==> src/rtl/pfs_pkg.sv <==
package pfs_pkg;
   typedef enum logic {SRC_MAIN = 1'b0, SRC_BATT = 1'b1} pwr_src_e;
   typedef enum logic {CELL_ONE = 1'b0, CELL_TWO = 1'b1} cell_e;

   function automatic cell_e pick_cell(input logic c1_ok, input logic c2_ok,
                                       input logic c1_gt);
      if (c1_ok && !c2_ok)      return CELL_ONE;
      else if (c2_ok && !c1_ok) return CELL_TWO;
      else                      return c1_gt ? CELL_ONE : CELL_TWO;
   endfunction
endpackage

==> src/rtl/pfs_filter.sv <==
module pfs_filter #(
   parameter int   SYNC_STAGES = 2,
   parameter int   DEB_CYCLES  = 4,
   parameter logic RST_VAL     = 1'b0
) (
   input  logic clk,
   input  logic rst_n,
   input  logic din,
   output logic dout
);
   logic [SYNC_STAGES-1:0] shreg;
   logic                   sync_q;

   always_ff @(posedge clk or negedge rst_n) begin
      if (!rst_n) shreg <= {SYNC_STAGES{RST_VAL}};
      else        shreg <= {shreg[SYNC_STAGES-2:0], din};
   end
   assign sync_q = shreg[SYNC_STAGES-1];

   generate
      if (SYNC_STAGES < 2) begin : g_bad_sync
         $error("pfs_filter: SYNC_STAGES must be at least 2");
      end
      if (DEB_CYCLES == 0) begin : g_bypass
         assign dout = sync_q;
      end else begin : g_debounce
         localparam int CW = $clog2(DEB_CYCLES + 1);
         localparam logic [CW-1:0] LAST = CW'(DEB_CYCLES - 1);
         logic [CW-1:0] run_cnt;
         logic          level;
         always_ff @(posedge clk or negedge rst_n) begin
            if (!rst_n) begin
               run_cnt <= '0;
               level   <= RST_VAL;
            end else if (sync_q == level) begin
               run_cnt <= '0;
            end else if (run_cnt == LAST) begin
               run_cnt <= '0;
               level   <= sync_q;
            end else begin
               run_cnt <= run_cnt + 1'b1;
            end
         end
         assign dout = level;
      end
   endgenerate
endmodule

==> src/rtl/pfs_batt_mon.sv <==
module pfs_batt_mon
   import pfs_pkg::*;
(
   input  logic clk,
   input  logic rst_n,
   input  logic c1_ok,
   input  logic c2_ok,
   input  logic c1_gt,
   input  logic sample,
   output logic bat_sel,
   output logic bat_low
);
   cell_e sel_q;

   always_ff @(posedge clk or negedge rst_n) begin
      if (!rst_n) begin
         sel_q   <= CELL_ONE;
         bat_low <= 1'b0;
      end else begin
         sel_q <= pick_cell(c1_ok, c2_ok, c1_gt);
         if (sample) bat_low <= !(c1_ok || c2_ok);
      end
   end
   assign bat_sel = sel_q;
endmodule

==> src/rtl/pfs_cycle_gate.sv <==
module pfs_cycle_gate #(
   parameter int BLOCK_IDX = 2
) (
   input  logic clk,
   input  logic rst_n,
   input  logic restart,
   input  logic pwr_ok,
   input  logic bat_low,
   input  logic cyc_req,
   input  logic cyc_wr,
   output logic acc_en,
   output logic wr_en
);
   localparam int CW = $clog2(BLOCK_IDX + 1);
   localparam logic [CW-1:0] SAT  = CW'(BLOCK_IDX);
   localparam logic [CW-1:0] HOLE = CW'(BLOCK_IDX - 1);

   generate
      if (BLOCK_IDX < 1) begin : g_bad_idx
         $error("pfs_cycle_gate: BLOCK_IDX must be at least 1");
      end
   endgenerate

   logic [CW-1:0] seen;
   logic          blocked;

   always_ff @(posedge clk or negedge rst_n) begin
      if (!rst_n)                               seen <= '0;
      else if (restart)                         seen <= '0;
      else if (cyc_req && pwr_ok && seen != SAT) seen <= seen + 1'b1;
   end

   assign blocked = bat_low && (seen == HOLE);
   assign acc_en  = cyc_req && pwr_ok && !blocked;
   assign wr_en   = acc_en && cyc_wr;
endmodule

==> src/rtl/pfs_supervisor.sv <==
module pfs_supervisor
   import pfs_pkg::*;
#(
   parameter int SYNC_STAGES = 2,
   parameter int DEB_CYCLES  = 4,
   parameter int BLOCK_IDX   = 2
) (
   input  logic clk,
   input  logic rst_n,
   input  logic vcc_hi_raw,
   input  logic vcc_lo_raw,
   input  logic bat1_ok_raw,
   input  logic bat2_ok_raw,
   input  logic bat1_gt_raw,
   input  logic cyc_req,
   input  logic cyc_wr,
   output logic acc_en,
   output logic wr_en,
   output logic src_batt,
   output logic bat_sel,
   output logic bank_clr
);
   generate
      if (DEB_CYCLES < 2) begin : g_bad_deb
         $error("pfs_supervisor: DEB_CYCLES must be at least 2");
      end
   endgenerate

   logic hi_good, lo_good, b1_f, b2_f, gt_f;
   logic hi_d, hi_rise, bat_low;

   pfs_filter #(.SYNC_STAGES(SYNC_STAGES), .DEB_CYCLES(DEB_CYCLES), .RST_VAL(1'b0))
      u_hi (.clk(clk), .rst_n(rst_n), .din(vcc_hi_raw), .dout(hi_good));
   pfs_filter #(.SYNC_STAGES(SYNC_STAGES), .DEB_CYCLES(DEB_CYCLES), .RST_VAL(1'b0))
      u_lo (.clk(clk), .rst_n(rst_n), .din(vcc_lo_raw), .dout(lo_good));
   pfs_filter #(.SYNC_STAGES(SYNC_STAGES), .DEB_CYCLES(0), .RST_VAL(1'b0))
      u_b1 (.clk(clk), .rst_n(rst_n), .din(bat1_ok_raw), .dout(b1_f));
   pfs_filter #(.SYNC_STAGES(SYNC_STAGES), .DEB_CYCLES(0), .RST_VAL(1'b0))
      u_b2 (.clk(clk), .rst_n(rst_n), .din(bat2_ok_raw), .dout(b2_f));
   pfs_filter #(.SYNC_STAGES(SYNC_STAGES), .DEB_CYCLES(0), .RST_VAL(1'b0))
      u_gt (.clk(clk), .rst_n(rst_n), .din(bat1_gt_raw), .dout(gt_f));

   always_ff @(posedge clk or negedge rst_n) begin
      if (!rst_n) hi_d <= 1'b0;
      else        hi_d <= hi_good;
   end
   assign hi_rise  = hi_good && !hi_d;
   assign bank_clr = hi_d && !hi_good;
   assign src_batt = lo_good ? SRC_MAIN : SRC_BATT;

   pfs_batt_mon u_bat (
      .clk(clk), .rst_n(rst_n), .c1_ok(b1_f), .c2_ok(b2_f), .c1_gt(gt_f),
      .sample(hi_rise), .bat_sel(bat_sel), .bat_low(bat_low));

   pfs_cycle_gate #(.BLOCK_IDX(BLOCK_IDX)) u_gate (
      .clk(clk), .rst_n(rst_n), .restart(hi_rise), .pwr_ok(hi_good),
      .bat_low(bat_low), .cyc_req(cyc_req), .cyc_wr(cyc_wr),
      .acc_en(acc_en), .wr_en(wr_en));
endmodule

==> config.mk <==
export PLATFORM = sky130hd
export DESIGN_NAME = pfs_supervisor
export DESIGN_NICKNAME = d
export VERILOG_FILES = /design/src/rtl/pfs_pkg.sv /design/src/rtl/pfs_filter.sv /design/src/rtl/pfs_batt_mon.sv /design/src/rtl/pfs_cycle_gate.sv /design/src/rtl/pfs_supervisor.sv
export SDC_FILE = /design/constraint.sdc
export NUM_CORES = 1
export LEC_CHECK = 0
export ABC_AREA = 1
export ABC_CLOCK_PERIOD_IN_PS = 1270
export BUFFER_PORTS_ARGS = -buffer_cell sky130_fd_sc_hd__buf_2
export CORE_MARGIN = 2
export CORE_UTILIZATION = 53
export DETAILED_ROUTE_END_ITERATION = 12
export PLACE_DENSITY = 0.75
export REMOVE_ABC_BUFFERS = 1
export SETUP_SLACK_MARGIN = 0.3
export SYNTH_ARGS = -nofsm -noshare
export SYNTH_HDL_FRONTEND = slang
export SYNTH_HIERARCHICAL = 1
export SYNTH_SLANG_ARGS = --single-unit
export TNS_END_PERCENT = 30
==> constraint.sdc <==
create_clock -name clk -period 1.27 [get_ports clk]
set_input_delay 0.254 -clock clk [delete_from_list [all_inputs] [get_ports clk]]
set_output_delay 0.254 -clock clk [all_outputs]
set_load 0.01 [all_outputs]
==> metrics list <==
- Result of the run: finished with violations
* Violations in the final reports: negative setup slack
* Worst VDD drop: about 1.1 mV
- Routability-driven placement finished with a final weighted congestion of 0.650.
- Detailed placer's ending HPWL: just over 900 um
* Met2 Wirelength: 597 um
- The top cell type by area accounts for between 60% and 70% of the synthesized area.
* I/O pin count: 14
* Top cells by area in the synthesized netlist: sky130_fd_sc_hd__dfrtp_1 63%, sky130_fd_sc_hd__nand2_1 8.6%, sky130_fd_sc_hd__inv_1 8.2%, sky130_fd_sc_hd__ha_1 5.4%, sky130_fd_sc_hd__nand2_2 4.8%
- After detailed routing, the number of remaining DRC violations is 0.
- Once the floorplan was initialized, standard cells occupied a little under three fifths of the core.
* Register bit total from synthesis: 23
* Initial antenna violation count: 0
* Summed instance area of the synthesized netlist: approximately 900 sq um
- The detailed router put a total of a little under 600 um of wire on met1.
- Of all cell types, the one taking the most synthesized area is sky130_fd_sc_hd__dfrtp_1.
* Worst Hold Endpoint: u_b1/shreg[0]
- RSZ-0062 raised after global routing: true
- Across all setup checks in the final design, the least slack found is -223 ps.
* Avg Synthesized Cell Area: between 9 and 10 sq um
- Summing internal, switching and leakage power gives 1.88 mW.
* Count of cells along the worst hold path: 1
- Synthesis handed over a netlist of 95 instances.
- After routing, the total negative slack on setup checks comes to -396 ps.
* Crit share post-route: 118%
- For this run, the number of Yosys warnings is 6.
- GRT Overall Usage: between 10% and 20%
- In the final layout, the share of cells above drive strength 1 is a little under a third.
- Number of setup violations in the final report: 2
* Minimum clock period after layout: around 1500 ps
- Final-stage net count: 130
- Entering global routing, the biggest net connects 24 pins.
* CTS H-Tree Depth: 1
- The tool flagged a number of max-cap violations equal to 0.
- Non-Filler Cell Area, Final: about 0.0011 sq mm
- After detailed routing, the number of vias per cell comes to approximately 4.6.
- The worst setup path is of the reg -> out kind.
* Detail-routed net length per standard cell: approximately 9.3 um
* Slew at the pin with the worst max-slew slack: about 480 ps
* DIE WIDTH: about 46 um
* Port Buffers: 13
- The detailed router placed between 600 and 700 vias in this run.
- From bottom edge to top edge, the die measures ~46 um.
- Hold timing on the final database bottoms out at a slack of 55.7 ps.
- Sequential share of the synthesized area: between 60% and 70%
- Total placed instance area: between 0.001 and 0.0015 sq mm
- The worst setup path is launched from a register.
- The min-delay analysis places its worst path in the category in -> reg.
- Clock sinks: 23
* Power Density: ~1700 mW/mm^2
- R2r endpoint: u_gate/seen[1]
- TritonCTS built the clock tree.
* Worst relative slew slack: approximately two thirds
- Cells on worst reg2reg path: 6
* Total clock buffers created by CTS: 3
* Worst path arrival time: 1240 ps
- The total area inside the core boundary comes to 0.00167 sq mm.
* Area grow syn2layout: 19.4%
- Clock insertion delay at the later pin of the skew report: 290 ps
- Drt first-iter violations: 5
* Top fanout value on the critical path: 2
* Skew final: 1.44 ps
* Highest metal layer with signal wires: met4
- In this run the core area contains 15 standard-cell rows.
- The final layout contains routed wiring with a total length of 1.24 mm.
- The number of different library cells used by synthesis comes to 10.
* Reg2reg setup slack: roughly 180 ps
- Count of antenna diodes in the layout: 0
- After global routing the overflow that remains totals 0.
* Lkg Pwr: 0.583 nW
* Launch point of the worst reg-to-reg path: u_gate/seen[0]
* Buffers from clock root to sink, at most: 2
* Max Freq: 670 MHz
- In this run the most critical hold path is launched from bat1_ok_raw.
- CP endpoint kind: output port
- In the detailed route, the total length drawn on met3 is 50 um.
- Crit path required time: 1020 ps
* Die area: 0.00209 sq mm
- At the placement stage, the worst setup path has a slack of just under 60 ps.
- The count of nets left with antenna violations once routing finished came out at 0.
* Clock Tree Root: sky130_fd_sc_hd__clkbuf_4
- The first global-routing pass estimated 2.16 mm of wire.
- The final-report hold violation count is 0.
- The number of global-route vias before repair came to 579.
- Clock-pin slew was measured on the worst setup and hold paths at about 110 ps.
- The number of pins with negative max-slew slack in the final report is 0.
- Before antenna repair, the detailed router went through 3 iterations.
==> sequential cells by signal, indices dropped and copies added (netlist names) <==
register	flops
u_hi/g_debounce.run_cnt	3
u_lo/g_debounce.run_cnt	3
u_b1/shreg	2
u_b2/shreg	2
u_gate/seen	2
u_gt/shreg	2
u_hi/shreg	2
u_lo/shreg	2
hi_d	1
u_bat/bat_low	1
u_bat/bat_sel	1
u_hi/dout	1
u_lo/dout	1
==> repair_timing <==
item	in CTS	in global routing
pin swaps	2	2
hold endpoints to repair	23	0
buffers inserted	2	1
setup endpoints to repair	8	12
resized for setup	6	5
hold buffers	1	0
==> Yosys cell counts <==
library cell	instances
sky130_fd_sc_hd__dfrtp_1	23
sky130_fd_sc_hd__nand2_1	21
sky130_fd_sc_hd__inv_1	20
sky130_fd_sc_hd__nor2_1	10
sky130_fd_sc_hd__nand2_2	7
sky130_fd_sc_hd__nand3_1	7
sky130_fd_sc_hd__ha_1	4
sky130_fd_sc_hd__nor2_2	1
sky130_fd_sc_hd__nor3b_2	1
sky130_fd_sc_hd__or2_1	1
==> logic make-up (layout without fill, tap and decap cells) <==
kind of cell	count (synthesis)	after routing	share of synthesized area [%]
AND/OR/NAND/NOR	48	48	23.9
flip-flops	23	23	62.5
adder cells (fa/ha/maj)	4	4	5.43
buffers and inverters	20	41	8.15
==> how the worst max path moves through the flow <==
| stage | depth (start not counted) | endpoint | from |
|---|---|---|---|
| floorplan | 4 | wr_en | u_gate/seen[0] |
| global placement | 5 | wr_en | u_gate/seen[0] |
| detailed placement | 6 | wr_en | u_gate/seen[1] |
| CTS | 5 | wr_en | u_gate/seen[0] |
| global route | 5 | wr_en | u_gate/seen[0] |
| finish | 5 | wr_en | u_gate/seen[0] |
==> area by class of cell <==
class | count | area, sq um
Sequential cell | 23 | 577
Inverter | 20 | 75.1
Fill cell | 143 | 571
Clock buffer | 4 | 26.3
Timing Repair Buffer | 17 | 97.6
Tap cell | 17 | 21.3
Multi-Input combinational cell | 52 | 303
==> layer usage <==
metal / track usage (%) / vias up
met5: 0 / -
met4: 7.06 / 0
met3: 3.57 / 2
met2: 22.8 / 13
met1: 19.2 / 277
li1: - / 323
==> worst max-delay path: stages, from the launching register on <==
cell and delay [ps]:
sky130_fd_sc_hd__dfrtp_1 420, sky130_fd_sc_hd__ha_4 170, sky130_fd_sc_hd__nand2_2 50, sky130_fd_sc_hd__inv_2 40
sky130_fd_sc_hd__nor3b_2 130, sky130_fd_sc_hd__buf_2 140
==> placed cells by master (no fill, tap or decap) <==
cell                            netlist  final
sky130_fd_sc_hd__nor2_1              10     10
sky130_fd_sc_hd__nand2_1             21     20
sky130_fd_sc_hd__dfrtp_1             23     22
sky130_fd_sc_hd__nor2_2               1      1
sky130_fd_sc_hd__buf_2                0     13
sky130_fd_sc_hd__ha_4                 0      2
sky130_fd_sc_hd__nand3_1              7      7
sky130_fd_sc_hd__clkbuf_4             0      3
sky130_fd_sc_hd__inv_1               20     17
sky130_fd_sc_hd__dlygate4sd3_1        0      1
sky130_fd_sc_hd__nand2_2              7      8
sky130_fd_sc_hd__buf_4                0      3
sky130_fd_sc_hd__dfrtp_2              0      1
sky130_fd_sc_hd__nor3b_2              1      1
sky130_fd_sc_hd__clkbuf_1             0      1
sky130_fd_sc_hd__or2_1                1      1
sky130_fd_sc_hd__ha_2                 0      2
sky130_fd_sc_hd__inv_2                0      3
==> through the flow <==
stage               std cells  util, %
finish                    133     65.8
global route              133     65.8
CTS                       132     63.9
detailed placement        125     60.3
global placement          125     60.3
floorplan                  95        -
==> power by group <==
group          internal [mW]  total (mW)  switching (mW)  leakage [nW]
combinational          0.263       0.597           0.334         0.284
sequential             0.881       0.979          0.0982         0.283
clock                  0.122       0.308           0.185        0.0150
(Power assumes the default switching activity.)
